`config.mk`:
```
export PLATFORM = sky130hd
export DESIGN_NAME = fcs_strip_reorder
export DESIGN_NICKNAME = d
export VERILOG_FILES = /design/src/rtl/fcsr_pkg.sv /design/src/rtl/fcsr_crc_step.sv /design/src/rtl/fcsr_bit_order.sv /design/src/rtl/fcsr_hold_ctrl.sv /design/src/rtl/fcs_strip_reorder.sv
export SDC_FILE = /design/constraint.sdc
export NUM_CORES = 1
export LEC_CHECK = 0
export BUFFER_PORTS_ARGS = -buffer_cell sky130_fd_sc_hd__buf_4
export CAP_MARGIN = 10
export CELL_PAD_IN_SITES_DETAIL_PLACEMENT = 0
export CELL_PAD_IN_SITES_GLOBAL_PLACEMENT = 2
export CORE_ASPECT_RATIO = 1.1
export CORE_UTILIZATION = 36
export CTS_BUF_LIST = sky130_fd_sc_hd__clkbuf_16
export CTS_CLUSTER_SIZE = 40
export DETAILED_ROUTE_END_ITERATION = 8
export PLACE_DENSITY = 0.86
export SYNTH_ARGS = -nofsm -noshare
export SYNTH_HDL_FRONTEND = slang
export SYNTH_SLANG_ARGS = --single-unit
```
`constraint.sdc`:
```
create_clock -name clk -period 2.8 [get_ports clk]
set_input_delay 0.28 -clock clk [delete_from_list [all_inputs] [get_ports clk]]
set_output_delay 0.28 -clock clk [all_outputs]
set_load 0.05 [all_outputs]
```
`src/rtl/fcsr_pkg.sv`:
```
// Package: shared tag bundle and default constants for the receive
// frame-check stage. Assumes a byte-wide stream and a 16-bit check.
package fcsr_pkg;

    // Marks travelling with each byte
    typedef struct packed {
        logic sop;
        logic eop;
        logic err;
        logic abort;
    } fcsr_tag_t;

    localparam logic [15:0] FCSR_POLY_REFL = 16'h8408;
    localparam logic [15:0] FCSR_PRESET    = 16'hFFFF;
    localparam logic [15:0] FCSR_GOOD_RES  = 16'hF0B8;

endpackage

```
`src/rtl/fcsr_crc_step.sv`:
```
// Module: folds one byte into a reflected CRC register, bits in arrival
// order (DATA_W-1 first). Purely combinational. Assumes the reflected
// polynomial constant (shift-right form).
module fcsr_crc_step #(
    parameter int unsigned DATA_W = 8,
    parameter int unsigned CRC_W  = 16,
    parameter logic [CRC_W-1:0] POLY = 16'h8408
) (
    input  logic [CRC_W-1:0]  crc_in,
    input  logic [DATA_W-1:0] data_in,
    output logic [CRC_W-1:0]  crc_out
);

    // Serial shift over every bit of the byte, first-received bit first
    always_comb begin
        logic [CRC_W-1:0] c;
        logic             fb;
        c = crc_in;
        for (int i = DATA_W - 1; i >= 0; i--) begin
            fb = c[0] ^ data_in[i];
            c  = c >> 1;
            if (fb) begin
                c = c ^ POLY;
            end
        end
        crc_out = c;
    end

endmodule

```
`src/rtl/fcsr_bit_order.sv`:
```
// Module: selects the output bit order of a byte. With sel_keep high the
// byte passes as is; low, the bits are mirrored (bit i <- bit W-1-i).
module fcsr_bit_order #(
    parameter int unsigned DATA_W = 8
) (
    input  logic              sel_keep,
    input  logic [DATA_W-1:0] din,
    output logic [DATA_W-1:0] dout
);

    // One mux per output bit
    for (genvar i = 0; i < DATA_W; i++) begin : g_bit
        assign dout[i] = sel_keep ? din[i] : din[DATA_W-1-i];
    end

endmodule

```
`src/rtl/fcsr_hold_ctrl.sv`:
```
// Module: holding line and packet control. Keeps the newest HOLD bytes of
// a checked packet back so the trailing check bytes can be dropped when
// the end byte arrives; the emitted byte then takes the end mark and the
// check verdict. Assumes well-formed packets; a start byte discards
// anything still held. The CRC step is external (crc_base/crc_new).
module fcsr_hold_ctrl
    import fcsr_pkg::*;
#(
    parameter int unsigned DATA_W = 8,
    parameter int unsigned CRC_W  = 16,
    parameter logic [CRC_W-1:0] PRESET  = 16'hFFFF,
    parameter logic [CRC_W-1:0] GOOD_RES = 16'hF0B8
) (
    input  logic              clk,
    input  logic              rst_n,
    input  logic              fcs_en,
    input  logic              in_valid,
    input  logic [DATA_W-1:0] in_data,
    input  logic              in_sop,
    input  logic              in_eop,
    input  logic              in_abort,
    input  logic [CRC_W-1:0]  crc_new,
    output logic [CRC_W-1:0]  crc_base,
    output logic              emit_valid,
    output logic [DATA_W-1:0] emit_data,
    output fcsr_tag_t         emit_tag
);

    localparam int unsigned HOLD  = CRC_W / DATA_W;
    localparam int unsigned CNT_W = $clog2(HOLD + 1);
    localparam logic [CNT_W-1:0] CNT_FULL = CNT_W'(HOLD);

    logic [DATA_W-1:0] hd_q [HOLD];
    logic [DATA_W-1:0] hd_d [HOLD];
    logic [HOLD-1:0]   hs_q, hs_d;
    logic [CNT_W-1:0]  cnt_q, cnt_d, eff_cnt;
    logic [CRC_W-1:0]  crc_q, crc_d;
    logic              mode_q, mode_d, mode_use;

    // Packet-level view of the current byte
    always_comb begin
        mode_use = in_sop ? fcs_en : mode_q;
        eff_cnt  = in_sop ? '0 : cnt_q;
        crc_base = in_sop ? PRESET : crc_q;
    end

    // Next-state and emit decision for one accepted byte
    always_comb begin
        hd_d       = hd_q;
        hs_d       = hs_q;
        cnt_d      = cnt_q;
        crc_d      = crc_q;
        mode_d     = mode_q;
        emit_valid = 1'b0;
        emit_data  = '0;
        emit_tag   = '0;
        if (in_valid) begin
            mode_d = mode_use;
            crc_d  = crc_new;
            if (!mode_use) begin
                emit_valid     = 1'b1;
                emit_data      = in_data;
                emit_tag.sop   = in_sop;
                emit_tag.eop   = in_eop;
                emit_tag.abort = in_eop & in_abort;
                cnt_d          = '0;
            end else if (in_eop) begin
                cnt_d          = '0;
                emit_valid     = 1'b1;
                emit_tag.eop   = 1'b1;
                emit_tag.abort = in_abort;
                if (eff_cnt == CNT_FULL) begin
                    emit_data    = hd_q[0];
                    emit_tag.sop = hs_q[0];
                    emit_tag.err = !in_abort && (crc_new != GOOD_RES);
                end else begin
                    emit_data    = (eff_cnt == '0) ? in_data : hd_q[0];
                    emit_tag.sop = 1'b1;
                    emit_tag.err = !in_abort;
                end
            end else if (eff_cnt == CNT_FULL) begin
                emit_valid   = 1'b1;
                emit_data    = hd_q[0];
                emit_tag.sop = hs_q[0];
                for (int k = 0; k < int'(HOLD) - 1; k++) begin
                    hd_d[k] = hd_q[k+1];
                    hs_d[k] = hs_q[k+1];
                end
                hd_d[HOLD-1] = in_data;
                hs_d[HOLD-1] = in_sop;
            end else begin
                for (int k = 0; k < int'(HOLD); k++) begin
                    if (CNT_W'(k) == eff_cnt) begin
                        hd_d[k] = in_data;
                        hs_d[k] = in_sop;
                    end
                end
                cnt_d = eff_cnt + CNT_W'(1);
            end
        end
    end

    // State registers
    always_ff @(posedge clk) begin
        if (!rst_n) begin
            for (int k = 0; k < int'(HOLD); k++) begin
                hd_q[k] <= '0;
            end
            hs_q   <= '0;
            cnt_q  <= '0;
            crc_q  <= PRESET;
            mode_q <= 1'b0;
        end else begin
            hd_q   <= hd_d;
            hs_q   <= hs_d;
            cnt_q  <= cnt_d;
            crc_q  <= crc_d;
            mode_q <= mode_d;
        end
    end

endmodule

```
`src/rtl/fcs_strip_reorder.sv`:
```
// Top: receive frame-check, check-byte strip and bit-order stage. One byte
// per cycle in, registered byte out. Assumes in_abort only with in_eop and
// control inputs steady within a packet.
module fcs_strip_reorder
    import fcsr_pkg::*;
#(
    parameter int unsigned DATA_W = 8,
    parameter int unsigned CRC_W  = 16,
    parameter logic [CRC_W-1:0] POLY     = FCSR_POLY_REFL,
    parameter logic [CRC_W-1:0] PRESET   = FCSR_PRESET,
    parameter logic [CRC_W-1:0] GOOD_RES = FCSR_GOOD_RES
) (
    input  logic              clk,
    input  logic              rst_n,
    input  logic              fcs_en,
    input  logic              reorder_en,
    input  logic              in_valid,
    input  logic [DATA_W-1:0] in_data,
    input  logic              in_sop,
    input  logic              in_eop,
    input  logic              in_abort,
    output logic              out_valid,
    output logic [DATA_W-1:0] out_data,
    output logic              out_sop,
    output logic              out_eop,
    output logic              out_err,
    output logic              out_abort
);

    logic [CRC_W-1:0]  crc_base, crc_new;
    logic              emit_valid;
    logic [DATA_W-1:0] emit_data, emit_ord;
    fcsr_tag_t         emit_tag;

    fcsr_crc_step #(
        .DATA_W (DATA_W),
        .CRC_W  (CRC_W),
        .POLY   (POLY)
    ) u_crc (
        .crc_in  (crc_base),
        .data_in (in_data),
        .crc_out (crc_new)
    );

    fcsr_hold_ctrl #(
        .DATA_W   (DATA_W),
        .CRC_W    (CRC_W),
        .PRESET   (PRESET),
        .GOOD_RES (GOOD_RES)
    ) u_hold (
        .clk        (clk),
        .rst_n      (rst_n),
        .fcs_en     (fcs_en),
        .in_valid   (in_valid),
        .in_data    (in_data),
        .in_sop     (in_sop),
        .in_eop     (in_eop),
        .in_abort   (in_abort),
        .crc_new    (crc_new),
        .crc_base   (crc_base),
        .emit_valid (emit_valid),
        .emit_data  (emit_data),
        .emit_tag   (emit_tag)
    );

    fcsr_bit_order #(
        .DATA_W (DATA_W)
    ) u_order (
        .sel_keep (reorder_en),
        .din      (emit_data),
        .dout     (emit_ord)
    );

    // Output register
    always_ff @(posedge clk) begin
        if (!rst_n) begin
            out_valid <= 1'b0;
            out_data  <= '0;
            out_sop   <= 1'b0;
            out_eop   <= 1'b0;
            out_err   <= 1'b0;
            out_abort <= 1'b0;
        end else begin
            out_valid <= emit_valid;
            out_data  <= emit_ord;
            out_sop   <= emit_tag.sop;
            out_eop   <= emit_tag.eop;
            out_err   <= emit_tag.err;
            out_abort <= emit_tag.abort;
        end
    end

endmodule

```
# Yosys cells after proc, flatten, opt, wreduce, memory -nomap -nowiden
# Cells that the tools add are included.
# Widths: inputs -> output; s select.
[op_classes]
muxes = 43
reduce_logical = 11
bitwise = 18
n_addsub = 1
eq_ne = 4
[op_table]
columns = ["op", "n"]
rows = [
  ["$mux 16", 10],
  ["$mux 8", 7],
  ["$not 2->3", 8],
  ["$mux 1", 19],
  ["$ne 16x16->1 const B", 1],
  ["$mux 2", 6],
  ["$reduce_and 4->1", 3],
  ["$xor 1x1->1", 8],
  ["$reduce_and 2->1", 2],
  ["$reduce_bool 2->1", 2],
  ["$mux 3", 1],
  ["$ne 3x3->1 const B", 1],
  ["$reduce_and 3->1", 1],
  ["$add 2x1->2 const B", 1],
  ["$eq 1x2->1 const A", 1],
  ["$eq 2x2->1 const B", 1],
  ["$logic_not 2->1", 1],
  ["$and 1x1->1", 1],
  ["$logic_and 1x1->1", 1],
  ["$logic_not 1->1", 1],
  ["$not 1->1", 1],
]
[word_totals]
out_inout_bits = 13
wordCells = 90
reg_bits = 50
inputBits = 16

# Longest topological paths before layout
[logic_depth]
word_depth = 22
depth_mapped = 13
ltp_nobuf = 9

# Modules after synthesis
# From an unflattened synthesis, not the netlist that was laid out.
[hier_totals]
hier_cells = 305
area_unflattened_um2 = 2897.8
[by_module_without_submodules]
columns = ["module", "cells_each", "seq_area_each_um2", "area_per_inst_um2", "n_inst"]
rows = [
  ["fcsr_hold_ctrl", 244, 740.7, 2029.4, 1],
  ["fcsr_crc_step", 25, 0.0, 372.9, 1],
  ["fcs_strip_reorder", 27, 260.2, 364.1, 1],
  ["fcsr_bit_order", 9, 0.0, 131.4, 1],
]

# Worst setup path after synthesis
# Ideal clock, no wire load.
[synth_path]
path_kind = "input to register"
from = "input in_sop"
to = "register out_err"
setup_ns = 0.129
required_ns = 2.671
n_path_buf = 4
cell_stages = 12
path_slack_ns = 0.627
arrival_ns = 2.044
path_cell_list = "buf_4 buf_2 buf_2 inv_2 nand2_1 inv_1 ha_1 clkbuf_1 nor4b_1 nand3_1 nor4_1 a31oi_1"
[synth_between]
elab_chain_cells = 14
elab_cells_between_ends = 32
classes_between = "eq/ne (2); mux (12); bitwise (16); reduce/logical (2)"
[synth_rtl]
columns = ["element", "line_no", "rtl"]
rows = [
  ["start: declaration", "fcs_strip_reorder.sv:19", "input logic in_sop,"],
  ["$mux 16", "fcsr_hold_ctrl.sv:44", "crc_base = in_sop ? PRESET : crc_q;"],
  ["$xor 1x1->1 (tied with other cells)", "fcsr_crc_step.sv:20", "fb = c[0] ^ data_in[i];"],
  ["$mux 16 (tied with other cells) (3 in series)", "fcsr_crc_step.sv:22", "if (fb) begin"],
  ["$mux 16", "fcsr_crc_step.sv:22", ""],
  ["$xor 1x1->1 / $mux 16 (equally long branches)", "fcsr_crc_step.sv:20, fcsr_crc_step.sv:22", ""],
  ["$mux 16 (tied with other cells) (3 in series)", "fcsr_crc_step.sv:22", ""],
  ["$mux 16", "fcsr_crc_step.sv:22", ""],
  ["$ne 16x16->1", "fcsr_hold_ctrl.sv:75", "emit_tag.err = !in_abort && (crc_new != GOOD_RES);"],
  ["$logic_and 1x1->1", "fcsr_hold_ctrl.sv:75", ""],
  ["$mux 1", "fcsr_hold_ctrl.sv:72", "if (eff_cnt == CNT_FULL) begin"],
  ["end signal: assignment", "fcs_strip_reorder.sv:88", "out_err <= emit_tag.err;"],
  ["end: declaration", "fcs_strip_reorder.sv:26", "output logic out_err,"],
]
# Parallel ways exist; a longest one is shown, timed or not.
# A chain may end at the register's enable or synchronous reset.

# Worst setup path after layout
[layout_path]
from = "input in_sop"
to = "register out_data[3]"
[layout_between]
elab_chain_cells = 8
elab_cells_between_ends = 11
classes_between = "eq/ne (1); mux (9); reduce/logical (1)"
[layout_rtl]
columns = ["element", "line_no", "rtl"]
rows = [
  ["$mux 2", "fcsr_hold_ctrl.sv:43", "eff_cnt = in_sop ? '0 : cnt_q;"],
  ["$logic_not 2->1", "fcsr_hold_ctrl.sv:77", "emit_data = (eff_cnt == '0) ? in_data : hd_q[0];"],
  ["$mux 8", "--", ""],
  ["$mux 8", "fcsr_hold_ctrl.sv:72", ""],
  ["$mux 8", "fcsr_hold_ctrl.sv:67", "end else if (in_eop) begin"],
  ["$mux 8 *", "fcsr_hold_ctrl.sv:60", "if (!mode_use) begin"],
  ["$mux 8 *", "fcsr_hold_ctrl.sv:57", "if (in_valid) begin"],
  ["$mux 1 *", "fcsr_bit_order.sv:13", "assign dout[i] = sel_keep ? din[i] : din[DATA_W-1-i];"],
  ["end signal: assignment", "fcs_strip_reorder.sv:85", "out_data <= emit_ord;"],
  ["end: declaration", "fcs_strip_reorder.sv:23", "output logic [DATA_W-1:0] out_data,"],
]
# Every way passes the cells marked *; elsewhere a longest branch is shown, timed or not.

==> impl_metrics.yaml <==
layout:
  stdcell_count: 460
  utilization: 0.417
  area_growth_pct: 12.8
  antenna_cells: 0
  post_route_cells_drive_above_1_share: 0.139
  nets: 369
power_and_ir_drop:
  p_leak_nw: 1.43
  irDropWorstVdd_mv: 0.308
  combPwrFrac: 0.226
  swShare: 0.290
  sequentialPowerShare: 0.443
  finalPower_mw: 1.77
  power_switching_uw: 514
  clockPowerShare: 0.331
  intPower_mw: 1.26
  p_per_area_nw_per_um2: 540
routing:
  wl_per_cell_um: 14.7
  drc_errors: 0
  drtPass1Iterations: 4
  wl_um: 6760
  vias: 2313
  vias_per_cell: 5.03
  first_iter_violations: 101
  postRouteAntennaNets: 0
grt:
  grt_pass1_vias: 2192
  grt_start_max_net_pins: 49
  antenna_found_initial: 0
  overflow: 0
  grt_pass1_wl_um: 11400
  track_usage: 0.175
logic_synthesis:
  synth_area_leader_cell: "dfxtp_1"
  syn_avg_cell_area_um2: 8.52
  async_flop_share: 0
  netlist_instances: 342
  ys_warn_count: 0
  synth-edff-count: 0
  netlist_area_um2: 2910
  ys_seq_area_frac: 0.343
  synth_cell_type_count: 42
  synthTopCellsByArea: "dfxtp_1 (34%), mux2i_1 (10%), xnor2_1 (5.7%), nor2b_1 (4.9%), nor2_1 (4.9%)"
  yosysMostFrequentCell: "dfxtp_1"
  synth_top_area_frac: 0.343
  synth_ff_type: "dfxtp_1"
  ys_ff_latch: 50
  yosys-top-cells-count: "dfxtp_1 (50), nor2_1 (38), mux2i_1 (30)"
  syn-num-nets: 360
place:
  dp_cells: 452
  detailedPlacementHpwl_um: 4770
  gp_congestion: 0.745
  portBuffers: 28
floorplanning:
  num_rows: 34
  core_um2: 7870
  die_h_um: 96.4
  io-pin-count: 29
  dieArea_um2: 8460
  start_util: 0.370
  die_w_um: 87.8
cts:
  post_cts_buffers: 0
  holdBufCountCts: 0
  insertion_delay_ns: 0.29
  clk_path_buf_depth: 2
  cts.sink_count: 50
  ctsRootBufferMaster: "clkbuf_16"
  cts_resized: 0
  cts_tree: "done"
  clk_pin_slew_ns: 0.07
  cts_buffers: 5
  htreeDepth: 2
timing:
  rsz0062_at_grt: "false"
  setup_tns_ns: 0
  post-route-min-period_ns: 1.96
  skew_ns: 0.00931
  finalHoldViolCount: 0
  tightest_slew_ns: 0.598
  slew_viol_final: 0
  slew_headroom: 0.601
  finalSetupViolCount: 0
  finalCritPeriodShare: 0.701
  fmax_mhz: 510
critical_path:
  endpoint_kind: "flop"
  crit_required_ns: 2.98
  path_max_fanout: 33
  crit_arrival_ns: 2.14
  critPathLaunchType: "input pin"
  path_class: "in -> reg"
status:
  status: "complete, no violations"
run:
  cap_violations: 0
hold_path:
  worstHoldPathType: "in -> reg"
[critical path, stage by stage]
cell and delay (ns):
buf_4 0.27, inv_2 0.12, nand2_1 0.13, ha_1 0.37, nor2b_1 0.13, and3_1 0.30
a22oi_1 0.25, mux2i_1 0.11, and2_1 0.16
[stage by stage]
stage	cell area (µm²)	worst slack, ns	hold WS (ns)
2_1_floorplan	2910	0.627	0.402
3_3_place_gp	3140	0.563	0.480
3_5_place_dp	3140	0.551	0.496
4_1_cts	3290	0.848	0.287
5_1_grt	3290	0.647	0.291
6_report	3290	0.838	0.294
[area by class of cell]
cell class / count / area (µm²)
fillers: 810 / 4580
multi-input cells: 253 / 1730
flip-flops and latches: 50 / 1000
repair buffers: 32 / 240
well taps: 108 / 135
clock buffers: 5 / 125
inverters: 9 / 33.8
clock inverters: 3 / 16.3
[cells by family (layout without fill, tap and decap cells)]
kind of cell               count (synthesis)  in the layout  synth area share
xor gates and xnor gates                  27             27             0.107
and+or+nand+nor                          126            126             0.216
muxes                                     38             38             0.134
DFF                                       50             50             0.343
AOI/OAI and AO/OA                         60             60             0.129
buffers and inverters                     39             49            0.0614
adders and majority gates                  2              2           0.00859
[registers in the layout (all words and copies together), names as in the netlist]
signal and cells:
u_hold.hd_q 16, out_valid 1, u_hold.crc_q 16, out_abort 1
u_hold.mode_q 1, out_err 1, u_hold.hs_q 2, out_data 8
u_hold.cnt_q 2, out_sop 1, out_eop 1
[placed cells by master (no fill, tap or decap), types with 6 or more instances in the layout]
| master | n |
|---|---|
| nor2b_1 | 23 |
| nand2_1 | 24 |
| and2_1 | 17 |
| dfxtp_1 | 50 |
| o21ai_0 | 19 |
| a22oi_1 | 6 |
| a21oi_1 | 8 |
| mux2_2 | 8 |
| mux2i_1 | 30 |
| or3_1 | 7 |
| nor2_1 | 38 |
| xnor2_1 | 19 |
| inv_1 | 8 |
| buf_4 | 32 |
| o31ai_1 | 7 |
[worst paths after layout]
kind | depth (start not counted) | slack [ns] | from | to
worst min register to register | 2 | 0.51 | u_hold.crc_q[8] | u_hold.crc_q[8]
worst max-delay path | 9 | 0.84 | in_sop | out_data[3]
worst min-delay path | 3 | 0.29 | in_abort | out_err
worst max register to register | 8 | 0.92 | u_hold.cnt_q[1] | out_data[3]
[per-layer routing]
layer / wire length (µm) / GRT usage / share of wire
met2: 3030 / 0.274 / 0.45
met1: 3460 / 0.250 / 0.51
met4: 55 / 0.0369 / 0.0081
met5: 0 / 0 / 0
met3: 213 / 0.0283 / 0.032
[power groups by stage]
stage | sequential [mW] | combinational [mW] | clock (mW)
5_1_grt | 0.791 | 0.440 | 0.639
3_5_place_dp | 0.802 | 0.401 | 0
3_3_place_gp | 0.801 | 0.399 | 0
6_report | 0.786 | 0.400 | 0.587
4_1_cts | 0.785 | 0.403 | 0.616
2_1_floorplan | 0.821 | 0.289 | 0
Note: power is estimated with default switching activity, not from simulation.
